$ cat config.mk
export PLATFORM = sky130hd
export DESIGN_NAME = bitop_unit
export DESIGN_NICKNAME = d
export VERILOG_FILES = /design/src/rtl/bitop_pkg.sv /design/src/rtl/bitop_mask.sv /design/src/rtl/bitop_alu.sv /design/src/rtl/bitop_stage.sv /design/src/rtl/bitop_unit.sv
export SDC_FILE = /design/constraint.sdc
export NUM_CORES = 1
export LEC_CHECK = 0
export BUFFER_PORTS_ARGS = -buffer_cell sky130_fd_sc_hd__buf_2
export CAP_MARGIN = 30
export CORE_UTILIZATION = 35
export DETAILED_ROUTE_END_ITERATION = 16
export PLACE_DENSITY = 0.59
export SLEW_MARGIN = 20
export SYNTH_ARGS = -nofsm -noshare
export SYNTH_HDL_FRONTEND = slang
export SYNTH_SLANG_ARGS = --single-unit
$ cat constraint.sdc
create_clock -name clk -period 2.1 [get_ports clk]
set_input_delay 0.105 -clock clk [delete_from_list [all_inputs] [get_ports clk]]
set_output_delay 0.105 -clock clk [all_outputs]
set_load 0.05 [all_outputs]
$ cat src/rtl/bitop_pkg.sv
package bitop_pkg;

   localparam int OP_W = 4;

   typedef enum logic [OP_W-1:0] {
      BOP_SET  = 4'd0,
      BOP_CLR  = 4'd1,
      BOP_INV  = 4'd2,
      BOP_TST  = 4'd3,
      BOP_LD   = 4'd4,
      BOP_ILD  = 4'd5,
      BOP_ST   = 4'd6,
      BOP_IST  = 4'd7,
      BOP_AND  = 4'd8,
      BOP_IAND = 4'd9,
      BOP_OR   = 4'd10,
      BOP_IOR  = 4'd11,
      BOP_XOR  = 4'd12,
      BOP_IXOR = 4'd13,
      BOP_RSV0 = 4'd14,
      BOP_RSV1 = 4'd15
   } bop_e;

   function automatic logic bop_writes(input bop_e op);
      return (op == BOP_SET) || (op == BOP_CLR) || (op == BOP_INV) ||
             (op == BOP_ST)  || (op == BOP_IST);
   endfunction

endpackage

$ cat src/rtl/bitop_mask.sv
module bitop_mask #(
   parameter int DATA_W = 8,
   parameter int SEL_W  = 4,
   localparam int IDX_W = $clog2(DATA_W)
) (
   input  logic [SEL_W-1:0]  sel,
   input  logic [DATA_W-1:0] operand,
   output logic [DATA_W-1:0] mask,
   output logic              bit_val
);

   if ((DATA_W & (DATA_W - 1)) != 0 || DATA_W < 2) begin : g_bad_width
      $error("bitop_mask: DATA_W must be a power of two of at least 2");
   end
   if (SEL_W < IDX_W) begin : g_bad_sel
      $error("bitop_mask: SEL_W too narrow for DATA_W");
   end

   logic [IDX_W-1:0] idx;
   assign idx = IDX_W'(sel);   // upper selector bits wrap

   for (genvar i = 0; i < DATA_W; i++) begin : g_dec
      assign mask[i] = (idx == IDX_W'(i));
   end

   assign bit_val = |(operand & mask);

   always_comb begin
      assert_mask_onehot_R3: assert ($onehot(mask));
   end

endmodule

$ cat src/rtl/bitop_alu.sv
module bitop_alu
   import bitop_pkg::*;
#(
   parameter int DATA_W = 8
) (
   input  logic [OP_W-1:0]   op,
   input  logic [DATA_W-1:0] operand,
   input  logic [DATA_W-1:0] mask,
   input  logic              bit_val,
   input  logic              c_in,
   input  logic              z_in,
   output logic [DATA_W-1:0] data,
   output logic              wb,
   output logic              c_out,
   output logic              z_out
);

   bop_e code;
   assign code = bop_e'(op);

   always_comb begin
      data  = operand;
      c_out = c_in;
      z_out = z_in;
      wb    = bop_writes(code);
      case (code)
         BOP_SET:  data  = operand | mask;
         BOP_CLR:  data  = operand & ~mask;
         BOP_INV:  data  = operand ^ mask;
         BOP_TST:  z_out = ~bit_val;
         BOP_LD:   c_out = bit_val;
         BOP_ILD:  c_out = ~bit_val;
         BOP_ST:   data  = (operand & ~mask) | (c_in ? mask : '0);
         BOP_IST:  data  = (operand & ~mask) | (c_in ? '0 : mask);
         BOP_AND:  c_out = bit_val & c_in;
         BOP_IAND: c_out = ~bit_val & c_in;
         BOP_OR:   c_out = bit_val | c_in;
         BOP_IOR:  c_out = ~bit_val | c_in;
         BOP_XOR:  c_out = bit_val ^ c_in;
         BOP_IXOR: c_out = ~bit_val ^ c_in;
         default:  ;
      endcase
   end

   always_comb begin
      // only the selected bit may differ from the operand
      assert_only_sel_bit_R4: assert (((data ^ operand) & ~mask) == '0);
      // no write-back means the byte is untouched
      assert_ro_unchanged_R10: assert (wb || (data == operand));
   end

endmodule

$ cat src/rtl/bitop_stage.sv
module bitop_stage #(
   parameter int DATA_W    = 8,
   parameter bit REGISTERED = 1'b1
) (
   input  logic              clk,
   input  logic              rst_n,
   input  logic              vld_in,
   input  logic [DATA_W-1:0] data_in,
   input  logic              wb_in,
   input  logic              c_in,
   input  logic              z_in,
   output logic              vld_out,
   output logic [DATA_W-1:0] data_out,
   output logic              wb_out,
   output logic              c_out,
   output logic              z_out
);

   if (REGISTERED) begin : g_reg
      always_ff @(posedge clk) begin
         if (!rst_n) begin
            vld_out  <= 1'b0;
            wb_out   <= 1'b0;
            data_out <= '0;
            c_out    <= 1'b0;
            z_out    <= 1'b0;
         end else begin
            vld_out  <= vld_in;
            wb_out   <= vld_in & wb_in;
            data_out <= data_in;
            c_out    <= c_in;
            z_out    <= z_in;
         end
      end

      assert_wb_needs_valid_R2: assert property (@(posedge clk) disable iff (!rst_n)
         wb_out |-> vld_out);
   end else begin : g_comb
      assign vld_out  = vld_in;
      assign wb_out   = vld_in & wb_in;
      assign data_out = data_in;
      assign c_out    = c_in;
      assign z_out    = z_in;
   end

endmodule

$ cat src/rtl/bitop_unit.sv
module bitop_unit
   import bitop_pkg::*;
#(
   parameter int DATA_W  = 8,
   parameter int SEL_W   = 4,
   parameter bit REG_OUT = 1'b1
) (
   input  logic              clk,
   input  logic              rst_n,
   input  logic              in_valid,
   input  logic [OP_W-1:0]   in_op,
   input  logic [SEL_W-1:0]  in_bitnum,
   input  logic [DATA_W-1:0] in_operand,
   input  logic              in_carry,
   input  logic              in_zero,
   output logic              out_valid,
   output logic [DATA_W-1:0] out_data,
   output logic              out_wb,
   output logic              out_carry,
   output logic              out_zero
);

   logic [DATA_W-1:0] mask;
   logic              bit_val;
   logic [DATA_W-1:0] alu_data;
   logic              alu_wb, alu_c, alu_z;

   bitop_mask #(.DATA_W(DATA_W), .SEL_W(SEL_W)) u_mask (
      .sel     (in_bitnum),
      .operand (in_operand),
      .mask    (mask),
      .bit_val (bit_val)
   );

   bitop_alu #(.DATA_W(DATA_W)) u_alu (
      .op      (in_op),
      .operand (in_operand),
      .mask    (mask),
      .bit_val (bit_val),
      .c_in    (in_carry),
      .z_in    (in_zero),
      .data    (alu_data),
      .wb      (alu_wb),
      .c_out   (alu_c),
      .z_out   (alu_z)
   );

   bitop_stage #(.DATA_W(DATA_W), .REGISTERED(REG_OUT)) u_stage (
      .clk      (clk),
      .rst_n    (rst_n),
      .vld_in   (in_valid),
      .data_in  (alu_data),
      .wb_in    (alu_wb),
      .c_in     (alu_c),
      .z_in     (alu_z),
      .vld_out  (out_valid),
      .data_out (out_data),
      .wb_out   (out_wb),
      .c_out    (out_carry),
      .z_out    (out_zero)
   );

   if (REG_OUT) begin : g_chk
      logic ro_op, rsv_op;
      assign ro_op  = (in_op == BOP_TST) || (in_op == BOP_LD) || (in_op == BOP_ILD) ||
                      (in_op >= BOP_AND && in_op <= BOP_IXOR);
      assign rsv_op = (in_op >= BOP_RSV0);

      assert_valid_follows_R2: assert property (@(posedge clk) disable iff (!rst_n)
         in_valid |=> out_valid);
      assert_valid_single_R2: assert property (@(posedge clk) disable iff (!rst_n)
         !in_valid |=> !out_valid);
      assert_test_keeps_c_R5: assert property (@(posedge clk) disable iff (!rst_n)
         (in_valid && in_op == BOP_TST) |=> (out_carry == $past(in_carry)));
      assert_readonly_no_wb_R10: assert property (@(posedge clk) disable iff (!rst_n)
         (in_valid && ro_op) |=> (!out_wb && out_data == $past(in_operand)));
      assert_reserved_noop_R11: assert property (@(posedge clk) disable iff (!rst_n)
         (in_valid && rsv_op) |=> (!out_wb && out_carry == $past(in_carry) &&
                                   out_zero == $past(in_zero)));
      assert_modify_wb_R4: assert property (@(posedge clk) disable iff (!rst_n)
         (in_valid && bop_writes(bop_e'(in_op))) |=> out_wb);
   end

endmodule

Word-level counts from Yosys, hierarchy flattened:

Cells that the tools add are included.

* equal/unequal tests: 20
* reductions and logical operators: 7
* bitwise logic cells: 15
* mux-type cells: 5

Operators by type and width (number)
* 8-bit case mux with 5 select lines: 1
* 4-bit == test (second input constant): 6
* 8-bit OR: 3
* 8-bit AND: 2
* 4-bit by 3-bit == test with 1-bit output (second input constant): 4
* 8-bit 2-to-1 mux: 2
* 3-bit == test (second input constant): 4
* 4-bit by 2-bit == test with 1-bit output (second input constant): 2
* 8-bit inverter: 1
* 1-bit case mux with 8 select lines: 1
* 8-bit OR reduction: 1
* 8-bit XOR: 1
* 3-bit by 2-bit == test with 1-bit output (second input constant): 2
* 4-bit by 1-bit == test with 1-bit output (second input constant): 1
* 4-bit logical NOT: 1
* 1-bit logical OR: 4
* 1-bit AND: 3
* 3-bit by 1-bit == test with 1-bit output (second input constant): 1
* 3-bit logical NOT: 1
* 1-bit OR: 2
* 1-bit XOR: 2
* 1-bit 2-to-1 mux: 1
* 1-bit inverter: 1

* bits of input ports: 21
* word-level logic and storage cells: 52
* output and inout bits: 12
* flip-flop bits (word level): 12

Depth between registers and ports, before layout:

Gate-level depths: netlist of run 1.

* depth in word-level cells: 6
* depth in mapped cells: 8
* mapped depth without buffers: 8

Modules after synthesis:

From an unflattened synthesis of run 1, not the netlist that was laid out.

* cells, all modules: 162
* area total of the unflattened synthesis: 1346.3 sq um

Modules (own cells, without submodules)
* bitop_alu: sequential area each 0.0 sq um, area an instance 867.1 sq um, cells an instance 121, times used 1
* bitop_stage: sequential area each 240.2 sq um, area an instance 336.6 sq um, cells an instance 25, times used 1
* bitop_mask: sequential area each 0.0 sq um, area an instance 142.6 sq um, cells an instance 16, times used 1

Least setup slack after synthesis of run 1:

OpenSTA, ideal clock, no wires.

* path type: input to register
* start: in in_bitnum[2]
* end: reg u_stage.c_out
* required time: 1978 ps
* buffers on the path: 0
* library setup time: 122 ps
* stages on the path: 6
* arrival time: 1253 ps
* path slack: 726 ps
* cells stage by stage: and3_1 ha_1 nor4_2 nand2_1 o211a_1 a221o_1

* longest elaborated chain between the ends: 6
* elaborated cells between the ends (all ways): 18
* those cells by class: eq/ne (7); mux (1); bitwise (8); reduce/logical (2)

Ends and longest elaborated chain
* start, declared: RTL line bitop_unit.sv:12 `input logic [SEL_W-1:0] in_bitnum,`
* 3-bit by 1-bit == test with 1-bit output (tied with other cells): RTL line bitop_mask.sv:23 `assign mask[i] = (idx == IDX_W'(i));`
* 8-bit AND (*): RTL line bitop_mask.sv:26 `assign bit_val = |(operand & mask);`
* 8-bit OR reduction (*): RTL line bitop_mask.sv:26
* 1-bit inverter
* 1-bit XOR (tied with other cells): RTL line bitop_alu.sv:40 `BOP_IXOR: c_out = ~bit_val ^ c_in;`
* 1-bit case mux with 8 select lines (*): RTL line bitop_alu.sv:26 `case (code)`
* end signal, assigned: RTL line bitop_stage.sv:31 `c_out <= c_in;`
* end, declared: RTL line bitop_stage.sv:15 `output logic c_out,`

Every way passes the cells marked *; elsewhere a longest branch is shown, timed or not.
A chain may end at the register's enable or synchronous reset.

Worst setup path in the final report of run 1:

* start: in in_bitnum[0]
* end: reg u_stage.c_out

Same word-level chain as after synthesis.

==> key figures, run 1 <==
Die
  – Die ar.: between 4000 and 5000 um2
  – Core area: approximately 3700 um2
  – Initial Utilization: 37.20%
  – Die Height: between 60 and 70 um
  – Rows: 22
  – DIE WIDTH: around 65 um
  – I/O pins: 33

Timing
  – Fin. max-slew vios: 0
  – RSZ-0062 raised after global routing: no
  – Measured slew at the worst slew-check pin: between 0.5 and 0.6 ns
  – Final period util: between 60% and 70%
  – Final Setup Violations: 0
  – Setup TNS: 0 ns
  – Post-route worst setup slack: 0.6467 ns
  – Peak Freq: slightly below 700 MHz
  – Slew HR: between 60 and 70%
  – Hold Violations, Final: 0
  – Post-layout min period: ~1.5 ns

Setup path
  – CP startpoint kind: input pin
  – Worst path slowest cell: a221o_1
  – Count of buffer and inverter cells on the critical path: 2
  – Worst Path Required: about 2.2 ns
  – Critical path's top delay family: simple AND/OR/NAND/NOR gates
  – Crit-path max FO: 8
  – Endpoint class of the critical path: flip-flop
  – Critical Path AT: 1.58 ns
  – Crit path kind: in2reg
  – Worst path cell trace: buf_2, nand3b_1, inv_1, ha_1, nor4_2, nand2_1, o211a_1, a221o_1
  – Slowest stage delay, CP: a little over 0.3 ns

Final layout
  – Synth-to-layout area growth: 14.02%
  – Finished Core Util: 42.41%
  – Layout cells sized above 1: ~21%
  – Final nets: about 260
  – Final Cell Area: 1588 um2
  – N_diodes: 0

Synth
  – Top_reg_cell synth: dfxtp_1
  – Synth Net Count: between 200 and 250
  – Syn Inst Count: approximately 190
  – Warnings, synthesis: 0
  – Syn Area/Cell: 7.527 um2
  – Mapped cell area: around 1400 um2
  – EDFF count, synth: 0
  – Yosys reg bits: 12
  – Part of the Yosys area used for sequential elements: ~17%
  – Netlist cell types: 38
  – Ys async rst share: 0%

Clocking
  – Clock Pin Slew Worst Setup and Hold Paths: ~0.05 ns
  – Hold-fix buffers, CTS: 0
  – Sink Count: 12
  – Postcts setup bufs: 0
  – TritonCTS clock tree: yes
  – Cts repair resizes: 0
  – CTS buffer count: 3
  – Clk root buf: clkbuf_8
  – H-Tree Depth: 1
  – Maximum root-to-sink buffer count: 2

Global routing
  – Total grt overflow: 0
  – Largest net degree at the start of global routing: 35
  – Number of global-route vias before repair: 1103
  – Initial antenna violation count: 0
  – Global-route wire length before repair: about 5000 um
  – Global-route usage over all layers: roughly 16%

Drt
  – Met2 routed WL: 1400 um
  – DRT iter0 DRCs: 81
  – WL per Instance: between 10 and 15 um
  – Met1 wire length: ~1500 um
  – DRC viols: 0
  – Vias per cell: between 5 and 6
  – DR top layer: met4
  – Met3 WL: about 190 um
  – Routed Antenna Nets: 0
  – DR pass1 iterations: 4
  – Vias: 1289
  – Post-Route WL: about 3100 um

Placement
  – Hpwl dp: around 2200 um
  – Pre-CTS setup slack: about 0.37 ns
  – Placed inst area: 1546 um2
  – Gpl congestion: ~0.84
  – Port Buffers: 31

Min path
  – Hold Crit Class: in2reg

Pwr
  – Design Power: 732.4 uW
  – PwrDens: around 460 nW/um2
  – Lkg Pwr: approximately 0.75 nW
  – Peak supply drop: around 0.15 mV

Run
  – Max-cap viol count: 0

Outcome
  – Status: finished clean
==> worst paths after layout <==
path	cells past startpoint	end	slack, ns	from
worst max-delay path	8	u_stage.c_out	0.65	in_bitnum[0]
worst min-delay path	2	u_stage.vld_out	0.09	in_valid
==> state kept, by name, indices dropped and copies added, names as in the netlist <==
register / cells
u_stage.c_out: 1
u_stage.data_out: 8
u_stage.vld_out: 1
u_stage.wb_out: 1
u_stage.z_out: 1
==> metal layers <==
metal	GRT usage (%)	vias up
li1	-	678
met1	21.05	565
met2	24.87	42
met3	2.465	4
met4	5.435	0
met5	0	-
==> logic make-up after synthesis <==
| group | after synthesis | share of synthesized area [%] |
|---|---|---|
| and+or+nand+nor | 61 | 27.85 |
| AOI/OAI and AO/OA | 60 | 23.45 |
| buffers and inverters | 27 | 8.715 |
| adders and majority gates | 24 | 21.56 |
| DFF | 12 | 17.25 |
| xor gates and xnor gates | 1 | 1.168 |
==> cells in the mapped netlist, drive strengths merged (2+ instances only) <==
cell | instances | area, um2
and2 | 3 | 18.77
o21ai | 36 | 180.2
nor2b | 17 | 106.4
nor4 | 2 | 25.02
and2b | 2 | 17.52
nor3b | 3 | 37.54
clkbuf | 4 | 15.01
dfxtp | 12 | 240.2
a21oi | 16 | 80.08
inv | 16 | 60.06
nand3b | 2 | 15.01
nand2 | 5 | 18.77
nor3 | 2 | 21.27
and3b | 2 | 17.52
ha | 24 | 300.3
buf | 7 | 46.29
nor2 | 17 | 66.32
==> cell type report <==
class | count | area (um2)
fillers | 413 | 2156
multi-input cells | 146 | 1031
flip-flops and latches | 12 | 240.2
repair buffers | 31 | 155.1
inverters | 16 | 60.06
well taps | 48 | 60.06
clock buffers | 3 | 41.29
==> placed cells by master (no fill, tap or decap), types with 2 or more instances in the layout <==
| cell type | count |
|---|---|
| nor2_1 | 16 |
| and2_1 | 3 |
| nand3b_1 | 2 |
| o21ai_0 | 27 |
| nor3b_2 | 3 |
| inv_1 | 16 |
| and3b_1 | 2 |
| o21ai_1 | 9 |
| nor2b_1 | 17 |
| a21oi_1 | 16 |
| clkbuf_8 | 3 |
| ha_1 | 24 |
| nand2_1 | 5 |
| dfxtp_1 | 12 |
| buf_2 | 31 |
| nor4_2 | 2 |
==> power by group <==
part,internal (mW),switching [mW]
clock,0.126,0.0841
combinational,0.0904,0.183
sequential,0.245,0.00303
==> per-stage QoR <==
step | instances | hold WS [ns]
after floorplan | 185 | 0.2416
after global placement | 253 | 0.3327
after detailed placement | 253 | 0.3284
after CTS | 256 | 0.08545
after global routing | 256 | 0.09167
final | 256 | 0.08909
Note: power is estimated with default switching activity, not from simulation.
==> inputs of run 2 (changes only) <==
--- a/config.mk
+++ b/config.mk
@@ -9,7 +9,7 @@
 export CAP_MARGIN = 30
 export CORE_UTILIZATION = 35
 export DETAILED_ROUTE_END_ITERATION = 16
-export PLACE_DENSITY = 0.59
+export PLACE_DENSITY = 0.61
 export SLEW_MARGIN = 20
 export SYNTH_ARGS = -nofsm -noshare
 export SYNTH_HDL_FRONTEND = slang
==> constraint.sdc (replaced) <==
create_clock -name clk -period 1.2 [get_ports clk]
set_input_delay 0.06 -clock clk [delete_from_list [all_inputs] [get_ports clk]]
set_output_delay 0.06 -clock clk [all_outputs]
set_load 0.05 [all_outputs]
==> key figures, run 2 (synthesis gave the netlist of run 1 again) <==
Outcome
  – Status: finished clean

Clocking
  – Maximum root-to-sink buffer count: 2
  – Sink Count: 12
  – CTS buffer count: 3
  – TritonCTS clock tree: yes
  – Hold-fix buffers, CTS: 0
  – Clock Pin Slew Worst Setup and Hold Paths: roughly 0.070 ns
  – H-Tree Depth: 1
  – Clk root buf: clkbuf_8

Timing
  – Final Setup Violations: 0
  – Setup TNS: 0 ns
  – Peak Freq: 835.7 MHz
  – Final period util: about 100%
  – Fin Hold WS: about 0.033 ns
  – Slew HR: 77.40%
  – Post-route worst setup slack: around 0.0033 ns
  – Hold Violations, Final: 0
  – Fin. max-slew vios: 0
  – Measured slew at the worst slew-check pin: 0.3373 ns
  – Post-layout min period: 1.197 ns
  – RSZ-0062 raised after global routing: yes

Drt
  – DRC viols: 0
  – Vias: 1376
  – Vias per cell: approximately 4.8
  – WL per Instance: 12.44 um
  – DR pass1 iterations: 4
  – Routed Antenna Nets: 0
  – Post-Route WL: roughly 3500 um
  – DRT iter0 DRCs: 60

Placement
  – Hpwl dp: between 2000 and 3000 um
  – Gpl congestion: about 0.8
  – Pre-CTS setup slack: -0.3370 ns
  – Port Buffers: 31

Final layout
  – Max reg flops: 8
  – Register area: about 240 um2
  – Most frequent cells in the layout: buf_2, buf_4, o21ai_0
  – Finished Core Util: between 50% and 60%
  – Largest register by flop count: u_stage.data_out
  – Synth-to-layout area growth: 41.06%
  – Multi-input gate area: between 1000 and 1500 um2
  – Layout cells sized above 1: 34.60%
  – Final nets: 283
  – # fillers: between 300 and 400
  – Commonest non-fill, non-tap cell in the layout: buf_2
  – N_diodes: 0

Pwr
  – Peak supply drop: 0.2655 mV
  – PwrDens: roughly 780 nW/um2
  – Lkg Pwr: 0.9225 nW
  – Design Power: roughly 1.5 mW

Global routing
  – Global-route usage over all layers: between 10% and 20%
  – Global-route wire length before repair: roughly 5700 um
  – Number of global-route vias before repair: 1254
  – Total grt overflow: 0
  – Largest net degree at the start of global routing: 19
  – Initial antenna violation count: 0

Die
  – Rows: 22
  – Die Height: roughly 65 um
  – DIE WIDTH: between 60 and 70 um
  – I/O pins: 33
  – Core area: between 3000 and 4000 um2
  – Die ar.: 4235 um2
  – Initial Utilization: about 37%

Setup path
  – Crit-path max FO: 8
  – Worst Path Required: 1.35 ns
  – Endpoint class of the critical path: flip-flop
  – CP startpoint kind: input pin
  – Critical Path AT: between 1 and 1.5 ns
  – Crit path kind: in2reg

Min path
  – Hold Crit Class: in2reg

Run
  – Max-cap viol count: 0
[run 2: path summary, 6_finish.rpt]
kind	cells past startpoint	to	from	slack [ns]
setup / recovery	7	u_stage.c_out	in_bitnum[2]	0.003
hold / removal	2	u_stage.vld_out	in_valid	0.03
[run 2: per-stage QoR]
| stage | area, um2 | std cells |
|---|---|---|
| global route | 1964 | 285 |
| detailed placement | 1774 | 279 |
| CTS | 1869 | 285 |
| global placement | 1774 | 279 |
| finish | 1964 | 285 |
| floorplan | 1400 | 185 |
[run 2: cell type report]
cell class | count | share of cell area, %
flip-flops and latches | 12 | 12.23
well taps | 48 | 3.057
multi-input cells | 146 | 56.94
clock buffers | 4 | 2.803
repair buffers | 59 | 21.91
inverters | 16 | 3.057
[run 2: what timing repair did]
item	4_1_cts	5_1_grt
gates resized for setup	7	23
setup endpoints to repair	3	7
setup buffers	2	0
pin swaps	4	13
[run 2: metal layers]
layer  track usage, %  up-vias  share of wire (%)  wire length (um)
met1            23.26      614                 50              1776
met2            29.43       25                 46              1629
met4            7.337        0               0.82                29
met3            2.113        3                3.0               108
li1                 -      734                  -                 -
met5                0        -                  0                 0
[run 2: worst max-delay path, cell delays in order]
cell	delay [ns]
buf_8	0.12
and3_4	0.20
ha_4	0.17
nor4_4	0.27
nand2_1	0.11
o211a_1	0.13
a221o_1	0.28
[run 2: report_power, final]
group	leakage, nW	internal [mW]	switching (mW)	total, mW
Combinational	0.794	0.263	0.358	0.621
Sequential	0.0999	0.429	0.00609	0.435
Clock	0.0288	0.291	0.177	0.468
Total	0.922	0.983	0.541	1.52
==> inputs of run 3 (changes only) <==
--- a/config.mk
+++ b/config.mk
@@ -7,6 +7,7 @@
 export LEC_CHECK = 0
 export BUFFER_PORTS_ARGS = -buffer_cell sky130_fd_sc_hd__buf_2
 export CAP_MARGIN = 30
+export CORE_MARGIN = 8
 export CORE_UTILIZATION = 35
 export DETAILED_ROUTE_END_ITERATION = 16
 export PLACE_DENSITY = 0.61
==> constraint.sdc (replaced) <==
create_clock -name clk -period 1 [get_ports clk]
set_input_delay 0.05 -clock clk [delete_from_list [all_inputs] [get_ports clk]]
set_output_delay 0.05 -clock clk [all_outputs]
set_load 0.05 [all_outputs]
==> key figures, run 3 (synthesis gave the netlist of run 1 again) <==
Outcome
  – Status: finished, violations left
  – Violated checks: negative setup slack

Timing
  – Fin Hold WS: approximately 0.033 ns
  – Measured slew at the worst slew-check pin: around 0.28 ns
  – Final Setup Violations: 8
  – RSZ-0062 raised after global routing: yes
  – Hold Violations, Final: 0
  – Slew HR: between 80 and 90%
  – Final period util: 119.6%
  – Peak Freq: approximately 840 MHz
  – Post-route worst setup slack: -0.1960 ns
  – Post-layout min period: between 1 and 1.5 ns
  – Fin. max-slew vios: 0

Die
  – Die Height: between 70 and 80 um
  – Rows: 23
  – DIE WIDTH: just under 80 um
  – Initial Utilization: around 36%
  – Core area: 3914 um2
  – Die ar.: between 6000 and 7000 um2
  – I/O pins: 33

Final layout
  – # fillers: approximately 370
  – Max reg flops: 8
  – Synth-to-layout area growth: 65.05%
  – Largest register by flop count: u_stage.data_out
  – Cell Count, Final, Fillers Out: just over 300
  – Multi-input gate area: around 1300 um2
  – Final nets: approximately 300
  – Commonest non-fill, non-tap cell in the layout: buf_4
  – Layout cells sized above 1: 50.00%
  – N_diodes: 0
  – Most frequent cells in the layout: buf_4, buf_2, o21ai_0
  – Register area: 240.2 um2

Clocking
  – H-Tree Depth: 1
  – TritonCTS clock tree: yes
  – Clk root buf: clkbuf_8
  – Maximum root-to-sink buffer count: 2
  – Clock Pin Slew Worst Setup and Hold Paths: ~0.05 ns
  – Sink Count: 12
  – CTS buffer count: 3

Setup path
  – Critical Path AT: 1.33 ns
  – Count of buffer and inverter cells on the critical path: 1
  – Crit-path max FO: 8
  – CP startpoint kind: input pin
  – Endpoint class of the critical path: flip-flop
  – Slowest stage delay, CP: slightly above 0.3 ns
  – Critical path's top delay family: simple AND/OR/NAND/NOR gates
  – Crit path kind: in2reg
  – Worst Path Required: 1.13 ns
  – Worst path cell trace: buf_12, and3_4, ha_4, nor4_4, nand2_2, o211a_1, a221o_1
  – CP startpoint: in_bitnum[1]
  – Worst path slowest cell: nor4_4

Placement
  – Hpwl dp: 2976 um
  – Port Buffers: 31
  – Dpl cells: approximately 300
  – Gpl congestion: roughly 0.76

Drt
  – Post-Route WL: approximately 4100 um
  – Routed Antenna Nets: 0
  – Vias: around 1500
  – WL per Instance: between 10 and 15 um
  – DR pass1 iterations: 4
  – DRT iter0 DRCs: ~120
  – Vias per cell: around 4.9
  – DRC viols: 0

Global routing
  – Global-route wire length before repair: between 6000 and 7000 um
  – Number of global-route vias before repair: ~1500
  – Global-route usage over all layers: between 10% and 20%
  – Largest net degree at the start of global routing: 16
  – Total grt overflow: 0
  – Initial antenna violation count: 0

Min path
  – Hold_sp: in_valid
  – Hold Crit Class: in2reg

Pwr
  – PwrDens: 807.5 nW/um2
  – Peak supply drop: roughly 0.34 mV
  – Design Power: 1.856 mW
  – Lkg Pwr: ~1.0 nW

Run
  – Max-cap viol count: 0
## run 3: cell types whose count changed in the layout (fill, tap and decap cells not counted), sizes merged
cell,change
buf,+18
clkbuf,-1
## run 3: per-layer routing
layer / global-route usage, % / vias up / routed length (um) / part of all wire [%]
li1: - / 771 / - / -
met2: 22.76 / 24 / 2119 / 52
met1: 15.45 / 689 / 1793 / 44
met5: 0 / - / 0 / 0
met4: 4.815 / 0 / 53 / 1.3
met3: 1.467 / 5 / 143 / 3.5
## run 3: final timing paths
| check | slack, ns | to | depth (start not counted) |
|---|---|---|---|
| setup / recovery | -0.20 | u_stage.c_out | 7 |
| hold / removal | 0.03 | u_stage.vld_out | 2 |
## run 3: where the power goes
part           total, mW  internal [mW]  switching [mW]
sequential         0.522          0.515         0.00701
combinational      0.889          0.397           0.491
clock              0.445          0.266           0.179
total               1.86           1.18           0.678
## run 3: through the flow
| stage | util [%] | instance area, um2 | setup slack [ns] | setup TNS [ns] |
|---|---|---|---|---|
| after global placement | 49.10 | 1922 | -0.5575 | -4.391 |
| after CTS | 55.82 | 2185 | -0.1979 | -0.9086 |
| after global routing | 58.73 | 2298 | -0.2486 | -1.417 |
| final | 58.73 | 2298 | -0.1960 | -0.7053 |
| after detailed placement | 49.10 | 1922 | -0.5825 | -4.611 |
| after floorplan | - | 1450 | -0.3090 | -0.6099 |
## run 3: layout make-up
cell class              instances  share of cell area (%)
multi-input cells             146                   56.29
clock buffers                   3                   1.796
inverters                      16                   3.048
well taps                      50                   2.722
repair buffers                 77                   25.69
flip-flops and latches         12                   10.45
## run 3: what timing repair did
| action | 4_1_cts | 5_1_grt |
|---|---|---|
| buffers inserted | 3 | 3 |
| gates resized for setup | 49 | 30 |
| pin swaps | 37 | 33 |
| hold buffers | 0 | 0 |
| endpoints found under the setup margin | 10 | 10 |
